**config.mk**
```make
export PLATFORM = sky130hd
export DESIGN_NAME = dreq_level_seq
export DESIGN_NICKNAME = d
export VERILOG_FILES = /design/src/rtl/dreq_pkg.sv /design/src/rtl/dreq_accept.sv /design/src/rtl/dreq_addr_step.sv /design/src/rtl/dreq_seq_ctrl.sv /design/src/rtl/dreq_level_seq.sv
export SDC_FILE = /design/constraint.sdc
export NUM_CORES = 1
export LEC_CHECK = 0
export BUFFER_PORTS_ARGS = -buffer_cell sky130_fd_sc_hd__buf_2
export CAP_MARGIN = 20
export CORE_MARGIN = 2
export CORE_UTILIZATION = 50
export CTS_CLUSTER_DIAMETER = 60
export DETAILED_ROUTE_END_ITERATION = 10
export GPL_TIMING_DRIVEN = 1
export PLACE_DENSITY = 0.84
export SETUP_SLACK_MARGIN = 0.2
export SLEW_MARGIN = 10
export SYNTH_ARGS = -nofsm -noshare
export SYNTH_HDL_FRONTEND = slang
export SYNTH_SLANG_ARGS = --single-unit
```
**constraint.sdc**
```tcl
create_clock -name clk -period 2.21 [get_ports clk]
set_input_delay 0.442 -clock clk [delete_from_list [all_inputs] [get_ports clk]]
set_output_delay 0.442 -clock clk [all_outputs]
set_load 0.01 [all_outputs]
```
**src/rtl/dreq_pkg.sv**
```systemverilog
package dreq_pkg;

   typedef enum logic [1:0] {
      SEQ_IDLE  = 2'd0,
      SEQ_BREAK = 2'd1,
      SEQ_READ  = 2'd2,
      SEQ_WRITE = 2'd3
   } seq_state_e;

   localparam int unsigned PORT_SRC = 0;
   localparam int unsigned PORT_DST = 1;
   localparam int unsigned N_PORTS  = 2;

endpackage

```
**src/rtl/dreq_accept.sv**
```systemverilog
// Acceptance window and held-request latch for the request pin.
module dreq_accept (
   input  logic clk,
   input  logic rst_n,
   input  logic arm_i,        // open the window; pin ignored on this edge
   input  logic clear_i,      // close window and drop any held request
   input  logic sample_en_i,  // channel enabled and level activation on
   input  logic req_n_i,
   input  logic take_i,       // activation consumes the held request
   output logic held_o,
   output logic open_o
);

   logic open_q;
   logic held_q;
   logic hit;

   assign hit = open_q && sample_en_i && !req_n_i && !arm_i;

   always_ff @(posedge clk or negedge rst_n) begin
      if (!rst_n) begin
         open_q <= 1'b0;
         held_q <= 1'b0;
      end else if (clear_i) begin
         open_q <= 1'b0;
         held_q <= 1'b0;
      end else begin
         if (arm_i) begin
            open_q <= 1'b1;
         end else if (hit) begin
            open_q <= 1'b0;
         end
         if (take_i) begin
            held_q <= 1'b0;
         end else if (hit) begin
            held_q <= 1'b1;
         end
      end
   end

   assign held_o = held_q;
   assign open_o = open_q;

endmodule

```
**src/rtl/dreq_addr_step.sv**
```systemverilog
// One address register with its own increment enable.
module dreq_addr_step #(
   parameter int unsigned AW   = 16,
   parameter int unsigned STEP = 2
) (
   input  logic          clk,
   input  logic          rst_n,
   input  logic          load_i,
   input  logic [AW-1:0] load_addr_i,
   input  logic          load_inc_i,
   input  logic          adv_i,
   output logic [AW-1:0] addr_o
);

   localparam logic [AW-1:0] STEP_V = AW'(STEP);

   logic [AW-1:0] addr_q;
   logic          inc_q;

   always_ff @(posedge clk or negedge rst_n) begin
      if (!rst_n) begin
         addr_q <= '0;
         inc_q  <= 1'b0;
      end else if (load_i) begin
         addr_q <= load_addr_i;
         inc_q  <= load_inc_i;
      end else if (adv_i && inc_q) begin
         addr_q <= addr_q + STEP_V;
      end
   end

   assign addr_o = addr_q;

endmodule

```
**src/rtl/dreq_seq_ctrl.sv**
```systemverilog
// Activation sequencer: break window, read, write, unit count, done.
module dreq_seq_ctrl
   import dreq_pkg::*;
#(
   parameter int unsigned CW  = 8,
   parameter int unsigned DW  = 16,
   parameter int unsigned GAP = 2
) (
   input  logic          clk,
   input  logic          rst_n,
   input  logic          cfg_we_i,
   input  logic          cfg_en_i,
   input  logic [CW-1:0] cfg_count_i,
   input  logic          held_i,
   input  logic          bus_free_i,
   input  logic          m_ack_i,
   input  logic [DW-1:0] m_rdata_i,
   output seq_state_e    state_o,
   output logic          chan_en_o,
   output logic          done_o,
   output logic          busy_o,
   output logic          cfg_load_o,
   output logic          arm_o,
   output logic          clear_o,
   output logic          take_o,
   output logic          adv_o,
   output logic [DW-1:0] data_o
);

   localparam int unsigned   GW    = (GAP > 2) ? $clog2(GAP) : 1;
   localparam logic [CW-1:0] ONE_C = CW'(1);

   seq_state_e    state_q, state_d;
   logic [CW-1:0] count_q;
   logic          chan_q;
   logic          done_q;
   logic [DW-1:0] data_q;

   logic cfg_load;
   logic cfg_start;
   logic take;
   logic rd_done;
   logic wr_done;
   logic last_unit;
   logic brk_done;

   assign busy_o    = held_i || (state_q != SEQ_IDLE);
   assign cfg_load  = cfg_we_i && !busy_o;
   assign cfg_start = cfg_load && cfg_en_i && (cfg_count_i != '0);
   assign take      = (state_q == SEQ_IDLE) && held_i && bus_free_i && chan_q;
   assign rd_done   = (state_q == SEQ_READ)  && m_ack_i;
   assign wr_done   = (state_q == SEQ_WRITE) && m_ack_i;
   assign last_unit = (count_q == ONE_C);

   // Break window length: direct for the 2-cycle minimum, counted above it.
   generate
      if (GAP == 2) begin : g_gap_direct
         assign brk_done = 1'b1;
      end else begin : g_gap_count
         logic [GW-1:0] gcnt_q;
         always_ff @(posedge clk or negedge rst_n) begin
            if (!rst_n) begin
               gcnt_q <= '0;
            end else if (take) begin
               gcnt_q <= GW'(GAP - 2);
            end else if ((state_q == SEQ_BREAK) && (gcnt_q != '0)) begin
               gcnt_q <= gcnt_q - 1'b1;
            end
         end
         assign brk_done = (gcnt_q == '0);
      end
   endgenerate

   always_comb begin
      state_d = state_q;
      unique case (state_q)
         SEQ_IDLE:  if (take)     state_d = SEQ_BREAK;
         SEQ_BREAK: if (brk_done) state_d = SEQ_READ;
         SEQ_READ:  if (m_ack_i)  state_d = SEQ_WRITE;
         SEQ_WRITE: if (m_ack_i)  state_d = SEQ_IDLE;
         default:                 state_d = SEQ_IDLE;
      endcase
   end

   always_ff @(posedge clk or negedge rst_n) begin
      if (!rst_n) begin
         state_q <= SEQ_IDLE;
      end else begin
         state_q <= state_d;
      end
   end

   always_ff @(posedge clk or negedge rst_n) begin
      if (!rst_n) begin
         count_q <= '0;
         chan_q  <= 1'b0;
         done_q  <= 1'b0;
      end else if (cfg_load) begin
         count_q <= cfg_count_i;
         chan_q  <= cfg_start;
         done_q  <= cfg_en_i && (cfg_count_i == '0);
      end else if (wr_done) begin
         count_q <= count_q - ONE_C;
         if (last_unit) begin
            chan_q <= 1'b0;
            done_q <= 1'b1;
         end
      end
   end

   always_ff @(posedge clk or negedge rst_n) begin
      if (!rst_n) begin
         data_q <= '0;
      end else if (rd_done) begin
         data_q <= m_rdata_i;
      end
   end

   assign state_o    = state_q;
   assign chan_en_o  = chan_q;
   assign done_o     = done_q;
   assign cfg_load_o = cfg_load;
   assign arm_o      = cfg_start || (wr_done && !last_unit);
   assign clear_o    = cfg_load && !cfg_start;
   assign take_o     = take;
   assign adv_o      = wr_done;
   assign data_o     = data_q;

endmodule

```
**src/rtl/dreq_level_seq.sv**
```systemverilog
// Single-channel level-requested DMA sequencer, normal (one unit) mode.
module dreq_level_seq
   import dreq_pkg::*;
#(
   parameter int unsigned AW  = 16,
   parameter int unsigned DW  = 16,
   parameter int unsigned CW  = 8,
   parameter int unsigned GAP = 2
) (
   input  logic          clk,
   input  logic          rst_n,
   input  logic          cfg_we,
   input  logic          cfg_en,
   input  logic          cfg_level,
   input  logic          cfg_src_inc,
   input  logic          cfg_dst_inc,
   input  logic [AW-1:0] cfg_src,
   input  logic [AW-1:0] cfg_dst,
   input  logic [CW-1:0] cfg_count,
   input  logic          req_n,
   input  logic          bus_free,
   output logic          m_valid,
   output logic          m_write,
   output logic [AW-1:0] m_addr,
   output logic [DW-1:0] m_wdata,
   input  logic [DW-1:0] m_rdata,
   input  logic          m_ack,
   output logic          busy,
   output logic          done
);

   localparam int unsigned STEP = DW / 8;

   // Elaboration-time parameter checks.
   generate
      if (GAP < 2) begin : g_bad_gap
         $error("dreq_level_seq: GAP must be at least 2");
      end
      if ((DW % 8) != 0 || DW == 0) begin : g_bad_dw
         $error("dreq_level_seq: DW must be a non-zero multiple of 8");
      end
      if (CW < 1) begin : g_bad_cw
         $error("dreq_level_seq: CW must be at least 1");
      end
      if (AW < 2) begin : g_bad_aw
         $error("dreq_level_seq: AW must be at least 2");
      end
   endgenerate

   seq_state_e state;
   logic       chan_en;
   logic       cfg_load;
   logic       arm;
   logic       clear;
   logic       take;
   logic       adv;
   logic       held;
   logic       win_open;
   logic       level_q;
   logic       sample_en;
   logic [DW-1:0] data;

   logic [N_PORTS-1:0][AW-1:0] base_addr;
   logic [N_PORTS-1:0]         base_inc;
   logic [N_PORTS-1:0][AW-1:0] cur_addr;

   always_ff @(posedge clk or negedge rst_n) begin
      if (!rst_n) begin
         level_q <= 1'b0;
      end else if (cfg_load) begin
         level_q <= cfg_level;
      end
   end

   assign sample_en = chan_en && level_q;

   dreq_accept i_accept (
      .clk         (clk),
      .rst_n       (rst_n),
      .arm_i       (arm),
      .clear_i     (clear),
      .sample_en_i (sample_en),
      .req_n_i     (req_n),
      .take_i      (take),
      .held_o      (held),
      .open_o      (win_open)
   );

   dreq_seq_ctrl #(
      .CW  (CW),
      .DW  (DW),
      .GAP (GAP)
   ) i_ctrl (
      .clk         (clk),
      .rst_n       (rst_n),
      .cfg_we_i    (cfg_we),
      .cfg_en_i    (cfg_en),
      .cfg_count_i (cfg_count),
      .held_i      (held),
      .bus_free_i  (bus_free),
      .m_ack_i     (m_ack),
      .m_rdata_i   (m_rdata),
      .state_o     (state),
      .chan_en_o   (chan_en),
      .done_o      (done),
      .busy_o      (busy),
      .cfg_load_o  (cfg_load),
      .arm_o       (arm),
      .clear_o     (clear),
      .take_o      (take),
      .adv_o       (adv),
      .data_o      (data)
   );

   assign base_addr[PORT_SRC] = cfg_src;
   assign base_addr[PORT_DST] = cfg_dst;
   assign base_inc[PORT_SRC]  = cfg_src_inc;
   assign base_inc[PORT_DST]  = cfg_dst_inc;

   generate
      for (genvar g = 0; g < N_PORTS; g++) begin : g_addr
         dreq_addr_step #(
            .AW   (AW),
            .STEP (STEP)
         ) i_step (
            .clk         (clk),
            .rst_n       (rst_n),
            .load_i      (cfg_load),
            .load_addr_i (base_addr[g]),
            .load_inc_i  (base_inc[g]),
            .adv_i       (adv),
            .addr_o      (cur_addr[g])
         );
      end
   endgenerate

   assign m_valid = (state == SEQ_READ) || (state == SEQ_WRITE);
   assign m_write = (state == SEQ_WRITE);
   assign m_addr  = m_write ? cur_addr[PORT_DST] : cur_addr[PORT_SRC];
   assign m_wdata = data;

   logic unused_open;
   assign unused_open = win_open;

endmodule

```
==> results of run 1 <==
## flip-flops by register name (all words and copies together) (netlist names), 2 cells and up
register              flops
i_ctrl.state_o            2
g_addr.i_step.addr_o     32
g_addr.i_step.inc_q       2
i_ctrl.count_q            8
i_ctrl.data_o            16
## critical path, cell delays in order (launching register included)
cell and delay (ns):
dfrtp_1 0.40, ha_4 0.18, buf_12 0.15, mux2_2 0.35
buf_2 0.14
## per-layer routing
metal | vias up | track usage, % | share of wire [%]
met5 | - | 0 | 0
met4 | 0 | 7.69 | 1.4
met3 | 10 | 3.60 | 5.3
met2 | 97 | 37.7 | 50
met1 | 1390 | 29.2 | 43
li1 | 1460 | - | -
## per-stage QoR
stage / util (%) / power [W]
2_1_floorplan: - / 0.00390
3_3_place_gp: 60.4 / 0.00470
3_5_place_dp: 60.4 / 0.00481
4_1_cts: 63.3 / 0.00574
5_1_grt: 64.2 / 0.00632
6_report: 64.2 / 0.00587
## placed cells by master (no fill, tap or decap), types with 5 or more instances in the layout
cell / count
nand3_1: 11
xnor2_1: 27
nor4_1: 15
dfrtp_1: 65
nor2_1: 12
nand4_1: 5
mux2_2: 28
inv_1: 12
clkbuf_8: 11
nand2_1: 67
ha_1: 6
nor3_1: 9
buf_4: 8
o21ai_0: 37
buf_2: 98
## cell type report
class,count,area [um2]
Clock buffer,14,163
Fill cell,553,2420
Inverter,12,45.0
Multi-Input combinational cell,265,1770
Sequential cell,65,1630
Tap cell,80,100
Timing Repair Buffer,112,636
## timing repair
item,in CTS,in global routing
setup endpoints to repair,18,19
hold buffers,0,0
buffers inserted,2,2
resized for setup,4,10
pin swaps,1,2
## report_power, final
| part | internal, W | switching, W |
|---|---|---|
| combinational | 0.00134 | 0.00131 |
| sequential | 0.00177 | 0.000592 |
| clock | 0.000458 | 0.000405 |
| total | 0.00357 | 0.00230 |
## worst paths after layout
path	endpoint	slack, ns	depth (start not counted)
setup reg to reg	g_addr[1].i_step.addr_o[13]	0.24	6
setup / recovery	m_addr[13]	0.20	4
hold reg to reg	g_addr[0].i_step.addr_o[0]	0.49	2
hold / removal	g_addr[1].i_step.addr_o[6]	0.09	1
min in group clk	g_addr[0].i_step.inc_q	0.29	3
max in group asynchronous	i_accept.held_o	1.51	2
## cell families after synthesis
family	count (synthesis)	share of synthesized area (%)
adder cells (fa/ha/maj)	8	2.88
multiplexers	34	10.9
AND/OR/NAND/NOR	138	19.8
AO/OA/AOI/OAI	54	8.65
XOR/XNOR	31	7.82
buffers and inverters	27	3.13
flip-flops	65	46.8
==> results.md, run 1 <==
- Setup WS pre-CTS: 0.182 ns
- Worst Path Arrival: 1.57 ns
- Cell Area, Synth: 0.00347 mm2
- Fmax: 498 MHz
- Sequential share of the synthesized area: 46.8%
- GP Congestion: 0.886
- CP Capture Type: primary output
- Post-synth EDFFs: 0
- Layout Cells excl Fill: 548
- Post-DP HPWL: 6.07 mm
- Clock Tree Buf Depth: 2
- # rows: 30
- Top Ports: 102
- Largest net degree at the start of global routing: 43
- Final period util: 90.9%
- Post-synth top flop: dfrtp_1
- First DRT Iteration DRCs: 181
- Placed insts: 530
- Async SR Flop Fraction: 100%
- Post-route clock skew: 0.00752 ns
- Grt ovf: 0
- Yosys top cell by area: dfrtp_1
- VDD IR-drop max: 0.591 mV
- Final instance area: 0.00434 mm2
- H-tree levels: 3
- Count leader, synth: nand2_1
- TritonRoute pass-1 iters: 4
- Worst Path Max Fanout: 17
- Clock latency on the worst-skew pair: 0.33 ns
- Placed Area: 0.00408 mm2
- YS warnings: 0
- Pwr/cell area: 1350 mW/mm2
- First-pass GRT wire length: 13.4 mm
- Mapped Cells: 357
- Launch point of the worst path: i_ctrl.state_o[1]
- Antenna Cells: 0
- Vias per cell: 5.40
- Setup Viol. Count Final: 0
- Synthesized flop and latch total: 65
- Synth unique cells: 36
- P_leak: 1.91 nW
- Core area: 0.00676 mm2
- Startpoint Class: register
- DRC Markers: 0
- Status: complete, no violations
- Vias in the first global route: 2877
- Die area: 0.00763 mm2
- Post-route ant nets: 0
- Wirelength per Cell: 14.9 um
- Chip width: 87.3 um
- Final worst slack: 0.200 ns
- Max cap viols: 0
- Top cells by area, synth: dfrtp_1, mux2_2, nand2_1, xnor2_1, o21ai_0
- Syn avg cell area: 9.73 um2
- Worst min path class: input port to asynchronous set/reset pin
- Share of the synthesized area in the top cell type: 46.8%
- TritonCTS clock tree: built
- Hold Slack: 0.0885 ns
- Syn nets: 431
- Total GRT Usage: 22.4%
- Setup_tns: 0 ns
- Via Count: 2957
- Critical Path RT: 1.77 ns
- Antenna violations before repair: 0
- Tmin final: 2.01 ns
- CTS Buf Count: 9
- Root Buffer: clkbuf_8
- Clk pin slew, worst setup/hold paths: 0.07 ns
- I/O Buffers: 101
- Layout cells sized above 1: 34.6%
- Relative slew margins: 57.7%
- RSZ-0062 raised after global routing: true
- Setup Crit Path Kind: register to primary output
- Layout area overhead: 25.0%
- Die Y: 87.3 um
- Layout Nets: 539
- Pins over their slew limit: 0
- Synth cell count leaders: nand2_1, dfrtp_1, o21ai_0
- Starting Density: 51.4%
- Hold Fails Final Rpt: 0
- Reg2reg start: i_ctrl.state_o[1]
- Post-Route WL: 8.16 mm
- Clock sinks: 65
- Least-Margin Pin Slew: 0.632 ns
Note: power is estimated with default switching activity, not from simulation.
==> run 2, diff against run 1 <==
--- a/config.mk
+++ b/config.mk
@@ -7,12 +7,13 @@
 export LEC_CHECK = 0
 export BUFFER_PORTS_ARGS = -buffer_cell sky130_fd_sc_hd__buf_2
 export CAP_MARGIN = 20
-export CORE_MARGIN = 2
+export CORE_MARGIN = 3
 export CORE_UTILIZATION = 50
 export CTS_CLUSTER_DIAMETER = 60
 export DETAILED_ROUTE_END_ITERATION = 10
 export GPL_TIMING_DRIVEN = 1
 export PLACE_DENSITY = 0.84
+export RECOVER_POWER = 25
 export SETUP_SLACK_MARGIN = 0.2
 export SLEW_MARGIN = 10
 export SYNTH_ARGS = -nofsm -noshare
==> results.md, run 2 (synthesized netlist as in run 1, its figures left out) <==
- Pins over their slew limit: 66
- Setup_tns: 0 ns
- VDD IR-drop max: 0.589 mV
- Grt ovf: 0
- Clock Tree Buf Depth: 2
- Setup Crit Path Kind: register to primary output
- Clock latency on the worst-skew pair: 0.35 ns
- Multi-input combinational cell area: 0.00176 mm2
- Total power: 0.00595 W
- Worst min path class: input port to register
- Startpoint Class: register
- Core area: 0.00653 mm2
- Die Y: 89.3 um
- Worst Path Arrival: 1.59 ns
- Starting Density: 53.2%
- Setup Viol. Count Final: 0
- # rows: 29
- Via Count: 3035
- Antenna violations before repair: 0
- Vias per cell: 5.54
- P_leak: 1.93 nW
- H-tree levels: 3
- Antenna Cells: 0
- Worst hold path depth: 3
- Setup WS pre-CTS: 0.191 ns
- Total GRT Usage: 22.2%
- Top Ports: 102
- Critical Path RT: 1.77 ns
- FF/Latch Area: 0.00163 mm2
- Hold Fails Final Rpt: 0
- Final worst slack: 0.177 ns
- CTS Hold Buffers Added: 0
- Tmin final: 2.03 ns
- RSZ-0062 raised after global routing: true
- Most common cell after layout, fill and taps aside: buf_2
- Root Buffer: clkbuf_8
- Filler cells: 532
- CTS Buf Count: 9
- Max cap viols: 1
- Status: complete, but fails checks
- Largest register FFs: 32
- TritonCTS clock tree: built
- Vias in the first global route: 2959
- Clk pin slew, worst setup/hold paths: 0.07 ns
- Wirelength per Cell: 15.4 um
- First-pass GRT wire length: 13.5 mm
- Largest net degree at the start of global routing: 66
- Worst Path Max Fanout: 13
- CP Capture Type: primary output
- Layout area overhead: 25.3%
- Post-DP HPWL: 6.22 mm
- Clock sinks: 65
- Post-route clock skew: 0.00693 ns
- Fmax: 492 MHz
- Layout cells sized above 1: 35.2%
- Chip width: 89.3 um
- Least-Margin Pin Slew: 1.59 ns
- I/O Buffers: 101
- Final period util: 92.0%
- Post-route ant nets: 0
- Relative slew margins: -6.12%
- First DRT Iteration DRCs: 129
- Failing checks: capacitance limit, slew limit
- DRC Markers: 0
- Pwr/cell area: 1370 mW/mm2
- GP Congestion: 0.884
- TritonRoute pass-1 iters: 4
- Die area: 0.00798 mm2
- Layout Nets: 541
- Post-Route WL: 8.42 mm
- R2R cell count: 6
- Most frequent cells in the layout: buf_2, nand2_1, dfrtp_1
[run 2: cell types whose count changed in the layout (fill, tap and decap cells not counted), moves of 2 or more]
| cell | before | now |
|---|---|---|
| buf_4 | 8 | 10 |
| buf_6 | 4 | 1 |
| mux2_2 | 28 | 30 |
| clkbuf_1 | 3 | 1 |
| mux2_4 | 2 | 0 |
| buf_2 | 98 | 100 |
| clkinv_2 | 0 | 2 |
[run 2: power by group]
group | internal (W) | switching [W] | leakage [nW]
sequential | 0.00177 | 0.000595 | 0.780
clock | 0.000573 | 0.000436 | 0.102
combinational | 0.00128 | 0.00129 | 1.04
total | 0.00363 | 0.00232 | 1.93
[run 2: repair_timing]
action / in CTS / in global routing
setup endpoints to repair: 18 / 45
pin swaps: 1 / 0
gates resized for setup: 6 / 3
setup buffers: 2 / 0
[run 2: critical path, stage by stage, from the launching register on]
cell	delay (ns)
dfrtp_1	0.41
ha_4	0.18
buf_8	0.15
mux2_2	0.35
buf_2	0.15
[run 2: worst paths after layout]
path / startpoint / slack, ns / end
worst max-delay path: i_ctrl.state_o[0] / 0.18 / m_addr[4]
worst min-delay path: cfg_src_inc / 0.28 / g_addr[0].i_step.inc_q
worst max register to register: i_ctrl.state_o[0] / 0.24 / g_addr[0].i_step.addr_o[14]
worst min register to register: g_addr[1].i_step.addr_o[0] / 0.48 / g_addr[1].i_step.addr_o[0]
min in group asynchronous: rst_n / 0.59 / i_ctrl.data_o[7]
max in group asynchronous: rst_n / 0.67 / i_ctrl.done_o
[run 2: metrics by stage]
step / util (%) / hold slack [ns] / cell area [um2] / cells
after detailed placement: 63.1 / 0.461 / 4120 / 531
final: 66.6 / 0.282 / 4350 / 548
after floorplan: - / 0.146 / 3470 / 357
after global placement: 63.1 / 0.454 / 4120 / 531
after CTS: 66.7 / 0.127 / 4360 / 548
after global routing: 66.6 / 0.297 / 4350 / 548
[run 2: area by class of cell]
class,instances,share of cell area [%]
multi-input cells,265,40.5
clock inverters,3,0.920
inverters,12,1.04
clock buffers,12,3.57
repair buffers,114,14.4
well taps,77,2.21
flip-flops and latches,65,37.4
[run 2: layer usage]
metal	GRT usage [%]	part of all wire, %	up-vias
li1	-	-	1466
met1	28.1	42	1436
met2	36.6	49	112
met3	5.81	7.3	21
met4	7.98	2.1	0
met5	0	0	-
